===== src/rtl/starve_arb_pkg.sv =====
package starve_arb_pkg;
  typedef enum logic [1:0] {
    KIND_NONE    = 2'b00,
    KIND_READ    = 2'b01,
    KIND_WRITE   = 2'b10,
    KIND_RELEASE = 2'b11
  } msg_kind_e;

  typedef enum logic [1:0] {
    EVT_UNLOCK   = 2'b00,
    EVT_LOCKDOWN = 2'b01,
    EVT_OWN_DRY  = 2'b10,
    EVT_OWN_TOK  = 2'b11
  } lock_evt_e;
endpackage


===== src/rtl/starve_arb_store.sv =====
module starve_arb_store
  import starve_arb_pkg::*;
#(
  parameter int NUM_REQ = 8,
  parameter int ID_W    = 3
) (
  input  logic               clk,
  input  logic               rst_n,
  input  logic               msg_valid,
  input  msg_kind_e          msg_kind,
  input  logic [ID_W-1:0]    msg_src,
  input  logic               mark_en,
  output logic [NUM_REQ-1:0] act_q,
  output logic [NUM_REQ-1:0] wr_q,
  output logic [NUM_REQ-1:0] mark_q,
  output logic [NUM_REQ-1:0] act_d,
  output logic [NUM_REQ-1:0] wr_d
);

  for (genvar g = 0; g < NUM_REQ; g++) begin : g_slot
    logic hit;
    logic en;
    logic a_n, w_n, m_n;
    logic a_r, w_r, m_r;

    always_comb begin
      hit = msg_valid && (msg_src == ID_W'(g));
      a_n = a_r;
      w_n = w_r;
      if (hit) begin
        case (msg_kind)
          KIND_READ:    begin a_n = 1'b1; w_n = 1'b0; end
          KIND_WRITE:   begin a_n = 1'b1; w_n = 1'b1; end
          KIND_RELEASE: begin a_n = 1'b0; w_n = 1'b0; end
          default:      begin a_n = a_r;  w_n = w_r;  end
        endcase
      end
      m_n = mark_en ? a_n : (m_r & a_n);
      en  = (hit && (msg_kind != KIND_NONE)) || mark_en;
    end

    always_ff @(posedge clk or negedge rst_n) begin
      if (!rst_n) begin
        a_r <= 1'b0;
        w_r <= 1'b0;
        m_r <= 1'b0;
      end else if (en) begin
        a_r <= a_n;
        w_r <= w_n;
        m_r <= m_n;
      end
    end

    assign act_q[g]  = a_r;
    assign wr_q[g]   = w_r;
    assign mark_q[g] = m_r;
    assign act_d[g]  = a_n;
    assign wr_d[g]   = w_n;
  end

endmodule


===== src/rtl/starve_arb_prio.sv =====
module starve_arb_prio #(
  parameter int NUM_REQ = 8,
  parameter int ID_W    = 3
) (
  input  logic [NUM_REQ-1:0] vec,
  input  logic [NUM_REQ-1:0] wtype,
  output logic               any,
  output logic [ID_W-1:0]    idx,
  output logic               wr
);

  // Scan from the top down so the lowest active index is the last written.
  always_comb begin
    any = 1'b0;
    idx = '0;
    wr  = 1'b0;
    for (int i = NUM_REQ - 1; i >= 0; i--) begin
      if (vec[i]) begin
        any = 1'b1;
        idx = ID_W'(i);
        wr  = wtype[i];
      end
    end
  end

endmodule


===== src/rtl/starve_arb_popcnt.sv =====
module starve_arb_popcnt #(
  parameter int NUM_REQ = 8,
  parameter int CNT_W   = 4
) (
  input  logic [NUM_REQ-1:0] vec,
  output logic [CNT_W-1:0]   cnt
);

  always_comb begin
    cnt = '0;
    for (int i = 0; i < NUM_REQ; i++) begin
      cnt = cnt + CNT_W'(vec[i]);
    end
  end

endmodule


===== src/rtl/starve_arb_event.sv =====
module starve_arb_event
  import starve_arb_pkg::*;
#(
  parameter int ID_W = 3
) (
  input  logic            clk,
  input  logic            rst_n,
  input  logic            fire,
  input  logic            lock_d,
  input  logic [ID_W-1:0] win_d,
  input  logic [ID_W-1:0] self_id,
  input  logic            self_has_tokens,
  output logic            evt_valid,
  output lock_evt_e       evt_code
);

  lock_evt_e code_d;
  lock_evt_e code_q;
  logic      vld_q;

  always_comb begin
    if (!lock_d) begin
      code_d = EVT_UNLOCK;
    end else if (win_d != self_id) begin
      code_d = EVT_LOCKDOWN;
    end else if (self_has_tokens) begin
      code_d = EVT_OWN_TOK;
    end else begin
      code_d = EVT_OWN_DRY;
    end
  end

  always_ff @(posedge clk or negedge rst_n) begin
    if (!rst_n) begin
      vld_q <= 1'b0;
    end else begin
      vld_q <= fire;
    end
  end

  always_ff @(posedge clk or negedge rst_n) begin
    if (!rst_n) begin
      code_q <= EVT_UNLOCK;
    end else if (fire) begin
      code_q <= code_d;
    end
  end

  assign evt_valid = vld_q;
  assign evt_code  = code_q;

endmodule


===== src/rtl/starve_arbiter.sv =====
module starve_arbiter
  import starve_arb_pkg::*;
#(
  parameter int NUM_REQ = 8,
  localparam int ID_W   = (NUM_REQ > 1) ? $clog2(NUM_REQ) : 1,
  localparam int CNT_W  = $clog2(NUM_REQ + 1)
) (
  input  logic             clk,
  input  logic             rst_n,
  input  logic             msg_valid,
  input  logic [1:0]       msg_kind,
  input  logic [ID_W-1:0]  msg_src,
  input  logic [ID_W-1:0]  self_id,
  input  logic             self_has_tokens,
  input  logic             mark_en,
  output logic             locked,
  output logic [ID_W-1:0]  winner_id,
  output logic             winner_write,
  output logic [CNT_W-1:0] starve_cnt,
  output logic [CNT_W-1:0] read_cnt,
  output logic             may_issue,
  output logic             evt_valid,
  output logic [1:0]       evt_code
);

  msg_kind_e          kind;
  logic [NUM_REQ-1:0] act_q, wr_q, mark_q, act_d, wr_d;
  logic               lock_d;
  logic [ID_W-1:0]    win_d;
  logic               win_wr_d;
  logic               fire;
  lock_evt_e          evt_e;

  assign kind = msg_kind_e'(msg_kind);
  assign fire = msg_valid && (kind != KIND_NONE);

  starve_arb_store #(.NUM_REQ(NUM_REQ), .ID_W(ID_W)) u_store (
    .clk      (clk),
    .rst_n    (rst_n),
    .msg_valid(msg_valid),
    .msg_kind (kind),
    .msg_src  (msg_src),
    .mark_en  (mark_en),
    .act_q    (act_q),
    .wr_q     (wr_q),
    .mark_q   (mark_q),
    .act_d    (act_d),
    .wr_d     (wr_d)
  );

  // Arbitration over the registered table drives the visible winner.
  starve_arb_prio #(.NUM_REQ(NUM_REQ), .ID_W(ID_W)) u_prio_now (
    .vec  (act_q),
    .wtype(wr_q),
    .any  (locked),
    .idx  (winner_id),
    .wr   (winner_write)
  );

  // Arbitration over the next table drives the local lock event.
  starve_arb_prio #(.NUM_REQ(NUM_REQ), .ID_W(ID_W)) u_prio_next (
    .vec  (act_d),
    .wtype(wr_d),
    .any  (lock_d),
    .idx  (win_d),
    .wr   (win_wr_d)
  );

  starve_arb_popcnt #(.NUM_REQ(NUM_REQ), .CNT_W(CNT_W)) u_cnt_all (
    .vec(act_q),
    .cnt(starve_cnt)
  );

  starve_arb_popcnt #(.NUM_REQ(NUM_REQ), .CNT_W(CNT_W)) u_cnt_rd (
    .vec(act_q & ~wr_q),
    .cnt(read_cnt)
  );

  starve_arb_event #(.ID_W(ID_W)) u_evt (
    .clk            (clk),
    .rst_n          (rst_n),
    .fire           (fire),
    .lock_d         (lock_d),
    .win_d          (win_d),
    .self_id        (self_id),
    .self_has_tokens(self_has_tokens),
    .evt_valid      (evt_valid),
    .evt_code       (evt_e)
  );

  assign evt_code  = evt_e;
  assign may_issue = ~|mark_q;

  logic unused_win_wr;
  assign unused_win_wr = win_wr_d;

endmodule


===== config.mk =====
export PLATFORM = sky130hd
export DESIGN_NAME = starve_arbiter
export DESIGN_NICKNAME = d
export VERILOG_FILES = /design/src/rtl/starve_arb_pkg.sv /design/src/rtl/starve_arb_store.sv /design/src/rtl/starve_arb_prio.sv /design/src/rtl/starve_arb_popcnt.sv /design/src/rtl/starve_arb_event.sv /design/src/rtl/starve_arbiter.sv
export SDC_FILE = /design/constraint.sdc
export NUM_CORES = 1
export LEC_CHECK = 0
export ABC_AREA = 0
export CAP_MARGIN = 0
export CELL_PAD_IN_SITES_DETAIL_PLACEMENT = 0
export CELL_PAD_IN_SITES_GLOBAL_PLACEMENT = 2
export CORE_MARGIN = 5
export CORE_UTILIZATION = 36
export CTS_CLUSTER_SIZE = 12
export DETAILED_ROUTE_END_ITERATION = 10
export HOLD_SLACK_MARGIN = 0.06
export PLACE_DENSITY_LB_ADDON = 0.12
export SYNTH_ARGS = -nofsm -noshare
export SYNTH_HDL_FRONTEND = slang
export SYNTH_HIERARCHICAL = 1
export SYNTH_SLANG_ARGS = --single-unit

===== constraint.sdc =====
create_clock -name clk -period 5.85 [get_ports clk]
set_clock_uncertainty 0.1 [all_clocks]
set_input_delay 0.585 -clock clk [delete_from_list [all_inputs] [get_ports clk]]
set_output_delay 0.585 -clock clk [all_outputs]
set_load 0.01 [all_outputs]

==> results.cfg <==
[status]
outcome = completed

[synth]
synthesis.area_mm2 = 0.00265
yosysWarnings = 6
synthesis.nets = 364
synthCells = 334
syn_avg_cell_area_um2 = 7.95

[flow_run]
drv_cap = 0

[detailed_routing]
drt_pass1_iterations = 4
postRouteAntennaNets = 0
wl_per_cell_um = 16.2
route.vias.total = 2154
drt_iter0_markers = 92
via_per_inst = 5.10
drcViolationCount = 0
routed_wl_um = 6840

[global_routing]
gr-max-usage-layer = met2
gr-total-overflow = 0
grt_use_met1 = 0.247
grt_max_degree = 41
grt_pass1_wl_um = 11500
met2_usage = 0.248
grt_pass1_vias = 2175
grt_antenna_before_repair = 0
use_met3 = 0.0242
track_usage = 0.164

[pwr]
power_density_mw_per_mm2 = 173
p_leak_nw = 1.13
ir_drop_v = 0.0000715

[timing]
fmax_mhz = 223
fin_tns_setup_ns = 0
setup_viol_count_final = 0
slew_violations = 0
relSlewSlack = 0.556
rsz0062_at_grt = no
fin_ws_ns = 1.37
fin_crit_ns = 4.48
tightest_slew_ns = 0.664
hold_viol = 0
min_period_over_period = 0.766

[place]
hpwl_um = 5290
numPortBuffers = 29
gp_congestion = 0.820
placed_area_mm2 = 0.00277
dpl_worst_slack_ns = 1.67

[clock_network]
clock_path_buffers = 2
htreeDepth = 1
cts_resized = 0
ctsRootBufferMaster = clkbuf_8
post-cts-setup-buffers = 0
numCtsBuffers = 3
clk_pin_slew_ns = 0.11
cts.sinks = 27
cts_tree = yes
clock_latency_ns = 0.28
cts_hold_buf = 0

[worst_setup_path]
worst-setup-path-type = reg2out
cp_data_required_time_ns = 5.16
end_kind = output pin
crit_fanout = 7
ff2ff_setup_slack_ns = 3.51
worst_ep_arrival_time_ns = 3.80
cp-start-kind = flop

[floorplanning]
io-pin-count = 30
dieArea_mm2 = 0.00919
core_mm2 = 0.00721
die_h_um = 95.9
die_w_um = 95.9
rows = 31
initial_core_util = 0.368

[finish]
drive_above_1_share = 0.0557
n_fill_cell = 789
multi_input_area_mm2 = 0.00153
diodes = 0
nets = 354
areaGrowthSynthToFinish_pct = 6.22
final_cell_area_mm2 = 0.00282
seq_area_um2 = 676

[min_path]
hp-class = reg2reg
[sequential cells by signal, summed over array words and instances, names as in the netlist]
register	cells
u_store/g_slot.m_r	8
u_evt/evt_code	2
u_store/g_slot.a_r	8
u_evt/evt_valid	1
u_store/g_slot.w_r	8
[metrics by stage]
stage	util	hold slack, ns	std cells	power, mW
detailed placement	0.384	0.383	418	0.376
CTS	0.391	0.407	422	0.495
global route	0.391	0.451	422	0.522
global placement	0.384	0.379	418	0.376
floorplan	-	0.189	334	0.324
finish	0.391	0.404	422	0.487
[layout make-up]
class | instances | share of cell area
multi-input cells | 226 | 0.544
well taps | 99 | 0.0439
inverters | 35 | 0.0466
repair buffers | 31 | 0.108
clock buffers | 3 | 0.0146
clock inverters | 1 | 0.00266
flip-flops and latches | 27 | 0.240
[per-layer routing]
| layer | share of wire | vias up |
|---|---|---|
| met2 | 0.44 | 43 |
| met3 | 0.041 | 8 |
| li1 | - | 1088 |
| met5 | 0 | - |
| met1 | 0.50 | 1015 |
| met4 | 0.016 | 0 |
[final timing paths]
kind / from / depth (start not counted) / to
setup / recovery: u_store/g_slot[0].a_r / 11 / read_cnt[2]
hold / removal: u_evt/evt_code[1] / 2 / u_evt/evt_code[1]
setup reg to reg: u_store/g_slot[5].a_r / 7 / u_evt/evt_code[0]
hold reg to reg: u_evt/evt_code[1] / 2 / u_evt/evt_code[1]
max in group asynchronous: rst_n / 2 / u_store/g_slot[6].m_r
min in group asynchronous: rst_n / 2 / u_store/g_slot[0].w_r
[worst max-delay path, cell delays in order, from the launching register on]
cell and delay [ns]:
dfrtp_1 0.51, nor2b_1 0.17, inv_1 0.06, fa_1 0.55, fa_1 0.43, fa_1 0.44, inv_1 0.08, ha_1 0.16
inv_1 0.06, fa_1 0.38, xnor2_1 0.14, clkdlybuf4s50_1 0.55
[cell usage in the layout (no fill, tap or decap), types with 2 or more instances in the layout]
cell              n
a21boi_0          2
a21o_1            8
a21oi_1          13
a31oi_1           9
buf_4             2
clkbuf_8          3
clkdlybuf4s50_1  29
dfrtp_1          27
fa_1              8
ha_1              9
inv_1            35
nand2_1          19
nand2b_1          6
nand3_1          15
nand3b_1          2
nand4_1           4
nor2_1           21
nor2b_1          29
nor3b_1           2
nor4_1            3
o211ai_1         17
o21ai_0          26
o21ai_1           5
o21ai_2           3
o22ai_1           2
o31ai_2           2
or3b_1            3
or4_1             2
xnor2_1           2
xor2_1            3
[power breakdown]
part | internal, mW | leakage [nW] | switching [mW]
registers | 0.197 | 0.257 | 0.0114
clock network | 0.0485 | 0.0217 | 0.0665
logic | 0.0747 | 0.848 | 0.0885
(Power assumes the default switching activity.)
